## config.mk

```make
export PLATFORM = sky130hd
export DESIGN_NAME = imm_gen
export DESIGN_NICKNAME = d
export VERILOG_FILES = /design/src/rtl/imm_gen_pkg.sv /design/src/rtl/imm_byte_order.sv /design/src/rtl/imm_field_extend.sv /design/src/rtl/imm_select.sv /design/src/rtl/imm_gen.sv
export SDC_FILE = /design/constraint.sdc
export NUM_CORES = 1
export LEC_CHECK = 0
export ABC_AREA = 1
export CORE_ASPECT_RATIO = 1.2
export CORE_UTILIZATION = 32
export DETAILED_ROUTE_END_ITERATION = 10
export PLACE_DENSITY = 0.95
export SLEW_MARGIN = 40
export SYNTH_ARGS = -nofsm -noshare
export SYNTH_HDL_FRONTEND = slang
export SYNTH_SLANG_ARGS = --single-unit
```

## constraint.sdc

```tcl
create_clock -name vclk -period 4.7
set_input_delay 1.41 -clock vclk [all_inputs]
set_output_delay 1.41 -clock vclk [all_outputs]
set_load 0.01 [all_outputs]
```

## src/rtl/imm_gen_pkg.sv

```systemverilog
package imm_gen_pkg;

  typedef enum logic [2:0] {
    IMM_U_LO    = 3'd0,
    IMM_U_HI    = 3'd1,
    IMM_S_LO    = 3'd2,
    IMM_S_HI    = 3'd3,
    IMM_BR_LONG = 3'd4,
    IMM_BR_COND = 3'd5
  } imm_mode_e;

  localparam int NUM_FMT = 6;

  // Per-format field placement, indexed by the mode code.
  localparam int FMT_LO [NUM_FMT] = '{0, 0, 0, 0, 2, 2};
  localparam int FMT_W  [NUM_FMT] = '{16, 16, 16, 16, 24, 14};
  localparam int FMT_SH [NUM_FMT] = '{0, 16, 0, 16, 2, 2};
  localparam bit FMT_SX [NUM_FMT] = '{1'b0, 1'b0, 1'b1, 1'b1, 1'b1, 1'b1};

endpackage

```

## src/rtl/imm_byte_order.sv

```systemverilog
module imm_byte_order #(
  parameter int WORD_W = 32,
  parameter int BYTE_W = 8
) (
  input  logic [WORD_W-1:0] raw,
  input  logic              keep_order,
  output logic [WORD_W-1:0] ordered
);
  localparam int NBYTES = WORD_W / BYTE_W;

  logic [WORD_W-1:0] swapped;

  for (genvar b = 0; b < NBYTES; b++) begin : g_swap
    assign swapped[b*BYTE_W +: BYTE_W] = raw[(NBYTES-1-b)*BYTE_W +: BYTE_W];
  end

  assign ordered = keep_order ? raw : swapped;

  // reordering moves bits but never creates or loses any
  always_comb begin
    a_r7_bits_preserved: assert ($countones(ordered) == $countones(raw));
  end

endmodule

```

## src/rtl/imm_field_extend.sv

```systemverilog
module imm_field_extend #(
  parameter int WORD_W   = 32,
  parameter int DST_W    = 64,
  parameter int FIELD_LO = 0,
  parameter int FIELD_W  = 16,
  parameter int SCALE_SH = 0,
  parameter bit SIGN_EXT = 1'b0
) (
  input  logic [WORD_W-1:0] word,
  output logic [DST_W-1:0]  value
);
  localparam int SCALED_W = FIELD_W + SCALE_SH;
  localparam int PAD_W    = DST_W - SCALED_W;

  logic [FIELD_W-1:0]  field;
  logic [SCALED_W-1:0] scaled;
  logic                pad_bit;

  assign field  = FIELD_W'(word >> FIELD_LO);
  assign scaled = SCALED_W'(field) << SCALE_SH;

  if (SIGN_EXT) begin : g_signed
    assign pad_bit = scaled[SCALED_W-1];
  end else begin : g_unsigned
    assign pad_bit = 1'b0;
  end

  assign value = {{PAD_W{pad_bit}}, scaled};

  // the extracted field lands unchanged at its scaled place
  always_comb begin
    a_r3_field_placed: assert (value[SCALE_SH +: FIELD_W] == field);
  end

  // padding above the scaled value is uniform (zero when unsigned)
  always_comb begin
    a_r3_pad_uniform: assert (
      ($countones(value[DST_W-1:SCALED_W-1]) == 0) ||
      (SIGN_EXT && ($countones(value[DST_W-1:SCALED_W-1]) == PAD_W + 1)) ||
      (!SIGN_EXT && ($countones(value[DST_W-1:SCALED_W]) == 0)));
  end

endmodule

```

## src/rtl/imm_select.sv

```systemverilog
module imm_select #(
  parameter int DST_W   = 64,
  parameter int NUM_SRC = 6,
  parameter int SEL_W   = 3
) (
  input  logic [SEL_W-1:0] sel,
  input  logic [DST_W-1:0] cand [NUM_SRC],
  output logic [DST_W-1:0] value,
  output logic             valid
);

  always_comb begin
    valid = 1'b0;
    value = '0;
    for (int i = 0; i < NUM_SRC; i++) begin
      if (sel == SEL_W'(i)) begin
        valid = 1'b1;
        value = cand[i];
      end
    end
  end

  // an unnamed code never lets an operand through
  always_comb begin
    a_r8_invalid_zero: assert (valid || (value == '0));
  end

  // validity tracks the selector range
  always_comb begin
    a_r9_valid_range: assert (valid == (int'(sel) < NUM_SRC));
  end

endmodule

```

## src/rtl/imm_gen.sv

```systemverilog
module imm_gen
  import imm_gen_pkg::*;
#(
  parameter int INSN_W = 32,
  parameter int IMM_W  = 64,
  parameter int MODE_W = 3
) (
  input  logic [INSN_W-1:0] insn_word,
  input  logic              word_big_endian,
  input  logic [MODE_W-1:0] imm_mode,
  output logic [IMM_W-1:0]  imm_value,
  output logic              imm_valid
);
  localparam int BYTE_W = 8;

  logic [INSN_W-1:0] logical_word;
  logic [IMM_W-1:0]  cand [NUM_FMT];

  imm_byte_order #(
    .WORD_W (INSN_W),
    .BYTE_W (BYTE_W)
  ) u_order (
    .raw        (insn_word),
    .keep_order (word_big_endian),
    .ordered    (logical_word)
  );

  for (genvar g = 0; g < NUM_FMT; g++) begin : g_fmt
    imm_field_extend #(
      .WORD_W   (INSN_W),
      .DST_W    (IMM_W),
      .FIELD_LO (FMT_LO[g]),
      .FIELD_W  (FMT_W[g]),
      .SCALE_SH (FMT_SH[g]),
      .SIGN_EXT (FMT_SX[g])
    ) u_ext (
      .word  (logical_word),
      .value (cand[g])
    );
  end

  imm_select #(
    .DST_W   (IMM_W),
    .NUM_SRC (NUM_FMT),
    .SEL_W   (MODE_W)
  ) u_sel (
    .sel   (imm_mode),
    .cand  (cand),
    .value (imm_value),
    .valid (imm_valid)
  );

  // zero-extended low form keeps nothing above bit 15
  always_comb begin
    a_r1_upper_clear: assert (!(imm_mode == MODE_W'(IMM_U_LO)) || (imm_value[IMM_W-1:16] == '0));
  end

  // unsigned high form occupies only bits 31..16
  always_comb begin
    a_r2_window: assert (!(imm_mode == MODE_W'(IMM_U_HI)) ||
                         ((imm_value[15:0] == '0) && (imm_value[IMM_W-1:32] == '0)));
  end

  // signed high form has a clear low half and uniform bits 63..31
  always_comb begin
    a_r4_high_shape: assert (!(imm_mode == MODE_W'(IMM_S_HI)) ||
                             ((imm_value[15:0] == '0) &&
                              (($countones(imm_value[IMM_W-1:31]) == 0) ||
                               ($countones(imm_value[IMM_W-1:31]) == IMM_W - 31))));
  end

  // branch displacements are whole-word byte offsets
  always_comb begin
    a_r5_word_aligned: assert (!((imm_mode == MODE_W'(IMM_BR_LONG)) ||
                                 (imm_mode == MODE_W'(IMM_BR_COND))) ||
                               (imm_value[1:0] == 2'b00));
  end

endmodule

```

==> results of run 1 <==
metal layers:
| metal | GRT usage, % | vias up | part of all wire, % |
|---|---|---|---|
| met5 | 0 | - | 0 |
| li1 | - | 768 | - |
| met2 | 37.50 | 73 | 52 |
| met4 | 3.526 | 0 | 1.1 |
| met1 | 23.47 | 655 | 40 |
| met3 | 0.9390 | 4 | 6.8 |
through the flow:
stage / worst slack [ps] / hold slack, ps
2_1_floorplan: 460.8 / 2886
3_3_place_gp: 53.68 / 3865
3_5_place_dp: -0.7083 / 3863
4_1_cts: 2.031 / 3870
5_1_grt: 23.13 / 3638
6_report: 109.9 / 3557
cell families (layout without fill, tap and decap cells):
group | Yosys count | after routing | share of synthesized area [%]
simple gates | 132 | 132 | 52.58
compound gates | 15 | 15 | 8.643
buf+inv | 66 | 142 | 38.78
layout make-up:
type	instances	area [µm²]
inverter	26	102.6
fill	290	1112
multi-input combinational	147	645.6
timing repair buffer	116	1177
tap	36	45.04
worst paths after layout:
check,to,cells after the start
max,imm_value[21],10
min,imm_value[22],7
cell usage in the layout (no fill, tap or decap), drive strengths merged:
| cell | synthesis | routed |
|---|---|---|
| dlymetal6s2s | 0 | 9 |
| clkdlybuf4s50 | 0 | 91 |
| dlygate4sd2 | 0 | 1 |
| buf | 40 | 15 |
| inv | 26 | 26 |
| nor2 | 6 | 6 |
| o21ai | 7 | 7 |
| nand3 | 20 | 20 |
| nand2 | 106 | 106 |
| a21oi | 2 | 2 |
| o211ai | 6 | 6 |
power groups by stage:
stage | registers (W) | logic [W] | clock network (W)
2_1_floorplan | 0 | 0.000120 | 0
3_3_place_gp | 0 | 0.000229 | 0
3_5_place_dp | 0 | 0.000233 | 0
4_1_cts | 0 | 0.000233 | 0
5_1_grt | 0 | 0.000251 | 0
6_report | 0 | 0.000231 | 0
critical path: stages:
cell             delay (ps)
clkdlybuf4s50_1         460
inv_1                   110
nand2_2                  80
nor2_4                  120
buf_4                   150
inv_2                    80
nand3_1                  90
nand2_1                  60
nand2_1                  70
clkdlybuf4s50_1         530
==> flow_summary_export.csv, run 1 <==
group,metric,value,unit
outcome,status,"finished clean",
power_and_ir_drop,p_int,0.0001313,W
sta,setup-violations-final,0,
place,place_inst,325,
power_and_ir_drop,total_power,0.0002314,W
finish,insertedDiodeCount,0,
global_route,overflow,0,
setup_path,critPathLaunch,"imm_mode[1]",
sta,final_max_slew_viol_count,0,
global_route,grt_pass1_wl,5.444,mm
finish,seq_area,0,µm²
global_route,grt_use_total,19.77,%
yosys,ys_types,15,
setup_path,cp-start-kind,"primary input",
finish,final_util,63.92,%
clock_tree,post_cts_buffers,0,
power_and_ir_drop,p_per_area,117.4,nW/µm²
sta,maxSlewHeadroom,76.49,%
drt,drc_errors,0,
yosys,yosysWarnings,0,
sta,worstMarginPinSlew,348.9,ps
power_and_ir_drop,ir_drop,73.71,µV
yosys,synthesis.nets,249,
yosys,synthTopCellsByArea,"nand2_1 (36%), buf_4 (24%), nand3_1 (9.6%)",
die,core,3083,µm²
setup_path,worstPathRequired,3290,ps
drt,final_antenna_net_count,0,
die,initial_core_util,33.81,%
setup_path,endpoint_kind,"output port",
setup_path,critPathKind,"in -> out",
drt,drt_iter0_markers,41,
setup_path,critPathMaxFanout,9,
finish,final_nets,327,
place,port_buffers,101,
finish,final_cells,325,
drt,vias_per_cell,4.615,
drt,first_pass_iters,4,
yosys,yosysMostFrequentCell,"nand2_1",
finish,design.seq.count,0,
die,die-height,64.52,µm
flow_run,maxCapViolCount,0,
global_route,grt_max_degree,33,
sta,max_freq,217.9,MHz
die,dieWidth,54.10,µm
place,postPlaceCellArea,1934,µm²
die,ios,101,
yosys,netlist_instances,213,
power_and_ir_drop,power_frac_comb,100.0,%
place,gp_congestion,0.8614,
sta,period_needed,4590,ps
sta,tns,0,ps
power_and_ir_drop,p_leak,1.152,nW
yosys,syn_area_per_cell,4.893,µm²
power_and_ir_drop,switching_share,43.25,%
global_route,antenna_found_initial,0,
yosys,synth_top_area_cell,"nand2_1",
setup_path,arrival,3180,ps
clock_tree,hold_buffers,0,
finish,drive_gt1_share,9.689,%
finish,areaGrowthSynthToFinish,89.08,%
sta,rsz0062_at_grt,"no",
yosys,synth_area,1042,µm²
power_and_ir_drop,p_sw,0.0001001,W
die,die_area,3490,µm²
yosys,ys_seq_area_share,0,%
global_route,grt_pass1_vias,1277,
die,rows,22,
drt,drt_wl_total,3.497,mm
hold_path,hp-class,"in -> out",
sta,hold_viol,0,
finish,design_area,1971,µm²
power_and_ir_drop,pwr-share-seq,0,%
drt,vias,1500,
yosys,ys_top_cells_by_count,"nand2_1 (99), buf_4 (33), inv_1 (23), nand3_1 (20), o21ai_0 (7)",
yosys,yosysTopAreaCellShare,35.65,%
clock_tree,post_cts_resized,1,
sta,period_share,97.66,%
drt,wl_per_cell,10.76,µm
place,dp_hpwl,2.913,mm
power_and_ir_drop,clockPowerShare,0,%
hold_path,min_from,"imm_mode[0]",
finish,nClkBuffers,0,
Note: power is estimated with default switching activity, not from simulation.
==> run 2, diff against run 1 <==
Settings changed: CORE_UTILIZATION 32 to 30, PLACE_DENSITY 0.95 to 0.92.
==> run 2 against run 1 <==
  * Die area is 6.4% higher
  * Clock-buffer cell count is the same
  * Via count shrank 2.3%
  * Critical endpoint is now imm_value[17]
  * Routed wire length grew 6.5%
  * Final area up 0.76%
  * First-iteration DRC count increased by 73%
  * Final cell count down 1.2%
  * Global-route usage is 1.7 points lower
  * Critical path depth down 1
==> flow_summary_export.csv, run 2 (same netlist as run 1, synthesis figures left out) <==
group,metric,value,unit
drt,drc_errors,0,
place,dp_hpwl,2.914,mm
sta,max_freq,220.9,MHz
setup_path,cp-endpoint,"imm_value[17]",
drt,vias_per_cell,4.567,
sta,maxSlewHeadroom,79.56,%
drt,wl_per_cell,11.61,µm
sta,hold-worst-slack,3537,ps
die,core,3338,µm²
hold_path,hold_path_depth,3,
finish,seq_area,0,µm²
clock_tree,post_cts_buffers,0,
global_route,overflow,0,
power_and_ir_drop,ir_drop,68.84,µV
power_and_ir_drop,power_frac_comb,100.0,%
sta,period_share,96.32,%
global_route,antenna_found_initial,0,
place,port_buffers,101,
drt,drt_iter0_markers,71,
power_and_ir_drop,p_per_area,112.6,nW/µm²
sta,worstMarginPinSlew,303.4,ps
die,dieWidth,55.81,µm
setup_path,critPathLaunch,"imm_mode[0]",
finish,drive_gt1_share,8.451,%
outcome,status,"finished clean",
power_and_ir_drop,switching_share,44.77,%
finish,final_nets,322,
drt,first_pass_iters,4,
power_and_ir_drop,p_leak,1.486,nW
setup_path,path_cells,"clkdlybuf4s50_1 -> inv_1 -> nor2_2 -> buf_12 -> nand2_1 -> nand3_1 -> nand2_1 -> nand2_1 -> clkdlybuf4s50_1",
sta,final_max_slew_viol_count,0,
finish,final_cell_mix,"nand2_1 (99), clkdlybuf4s50_1 (67), dlymetal6s2s_1 (33)",
place,postPlaceCellArea,1898,µm²
finish,insertedDiodeCount,0,
sta,setup-violations-final,0,
flow_run,maxCapViolCount,0,
setup_path,critical_path.most_common_cell,"nand2_1",
global_route,grt_max_degree,33,
sta,hold_viol,0,
place,post-place-ws,-90.66,ps
die,die_area,3715,µm²
drt,vias,1466,
setup_path,endpoint_kind,"output port",
setup_path,worstPathRequired,3290,ps
global_route,grt_use_total,18.02,%
setup_path,slowest_delay,540,ps
hold_path,hp-class,"in -> out",
clock_tree,hold_buffers,0,
global_route,grt_pass1_wl,5.658,mm
power_and_ir_drop,p_sw,0.0001001,W
power_and_ir_drop,p_int,0.0001235,W
drt,drt_wl_total,3.726,mm
global_route,grt_pass1_vias,1243,
setup_path,cp_slowest_cell,"clkdlybuf4s50_1",
place,gp_congestion,0.8693,
die,die-height,66.57,µm
power_and_ir_drop,clockPowerShare,0,%
finish,nClkBuffers,0,
finish,areaGrowthSynthToFinish,90.52,%
sta,fin_ws,173.2,ps
setup_path,arrival,3120,ps
die,ios,101,
setup_path,critPathMaxFanout,15,
finish,design.seq.count,0,
finish,design_area,1986,µm²
drt,final_antenna_net_count,0,
sta,rsz0062_at_grt,"no",
power_and_ir_drop,pwr-share-seq,0,%
die,rows,23,
die,initial_core_util,31.22,%
setup_path,cp-start-kind,"primary input",
sta,period_needed,4527,ps
setup_path,critPathKind,"in -> out",
finish,final_common_cell,"nand2_1",
[run 2: cell count changes in the layout (fill, tap and decap cells not counted)]
| cell | delta |
|---|---|
| clkdlybuf4s50_1 | -24 |
| dlymetal6s2s_1 | +24 |
| buf_4 | -4 |
| buf_6 | -1 |
| inv_1 | -1 |
| inv_2 | +1 |
| nor2_2 | +1 |
| nor2_4 | -1 |
[run 2: timing repair]
item / 4_1_cts / 5_1_grt
pin swaps: 0 / 1
endpoints found under the setup margin: 32 / 41
gates resized for setup: 1 / 36
[run 2: per-stage QoR]
step / TNS (ps) / instances / total power [W] / util (%)
3_3_place_gp: -1112 / 321 / 0.0002251 / 56.86
5_1_grt: 0 / 321 / 0.0002409 / 59.48
2_1_floorplan: 0 / 213 / 0.0001196 / -
3_5_place_dp: -2411 / 321 / 0.0002294 / 56.86
6_report: 0 / 321 / 0.0002236 / 59.48
4_1_cts: 0 / 321 / 0.0002298 / 56.82
[run 2: power by group through the flow]
| stage | clock network, W | registers (W) | logic, W |
|---|---|---|---|
| 3_5_place_dp | 0 | 0 | 0.000229 |
| 5_1_grt | 0 | 0 | 0.000241 |
| 4_1_cts | 0 | 0 | 0.000230 |
| 3_3_place_gp | 0 | 0 | 0.000225 |
| 6_report | 0 | 0 | 0.000224 |
| 2_1_floorplan | 0 | 0 | 0.000120 |
[run 2: area by class of cell]
class,count,area (µm²)
Fill cell,314,1353
Inverter,26,102.6
Multi-Input combinational cell,147,640.6
Tap cell,37,46.29
Timing Repair Buffer,111,1196
[run 2: worst min-delay path by stage]
stage                     from       endpoint  slack, ps
6_report           imm_mode[1]      imm_valid       3540
5_1_grt            imm_mode[1]  imm_value[41]       3600
4_1_cts        word_big_endian   imm_value[1]       3820
3_5_place_dp     insn_word[24]   imm_value[0]       3870
3_3_place_gp     insn_word[25]   imm_value[1]       3860
2_1_floorplan      imm_mode[2]      imm_valid       2890
[run 2: critical path: cells and delay by family]
| kind | cells | cell delay [ps] |
|---|---|---|
| buffers and inverters | 4 | 1310 |
| AND/OR/NAND/NOR | 5 | 390 |
[run 2: per-layer routing]
layer / global-route usage, % / up-vias / wire length (µm)
li1: - / 762 / -
met1: 22.12 / 631 / 1634
met2: 35.09 / 69 / 1862
met3: 0.9709 / 4 / 188
met4: 2.500 / 0 / 41
met5: 0 / - / 0
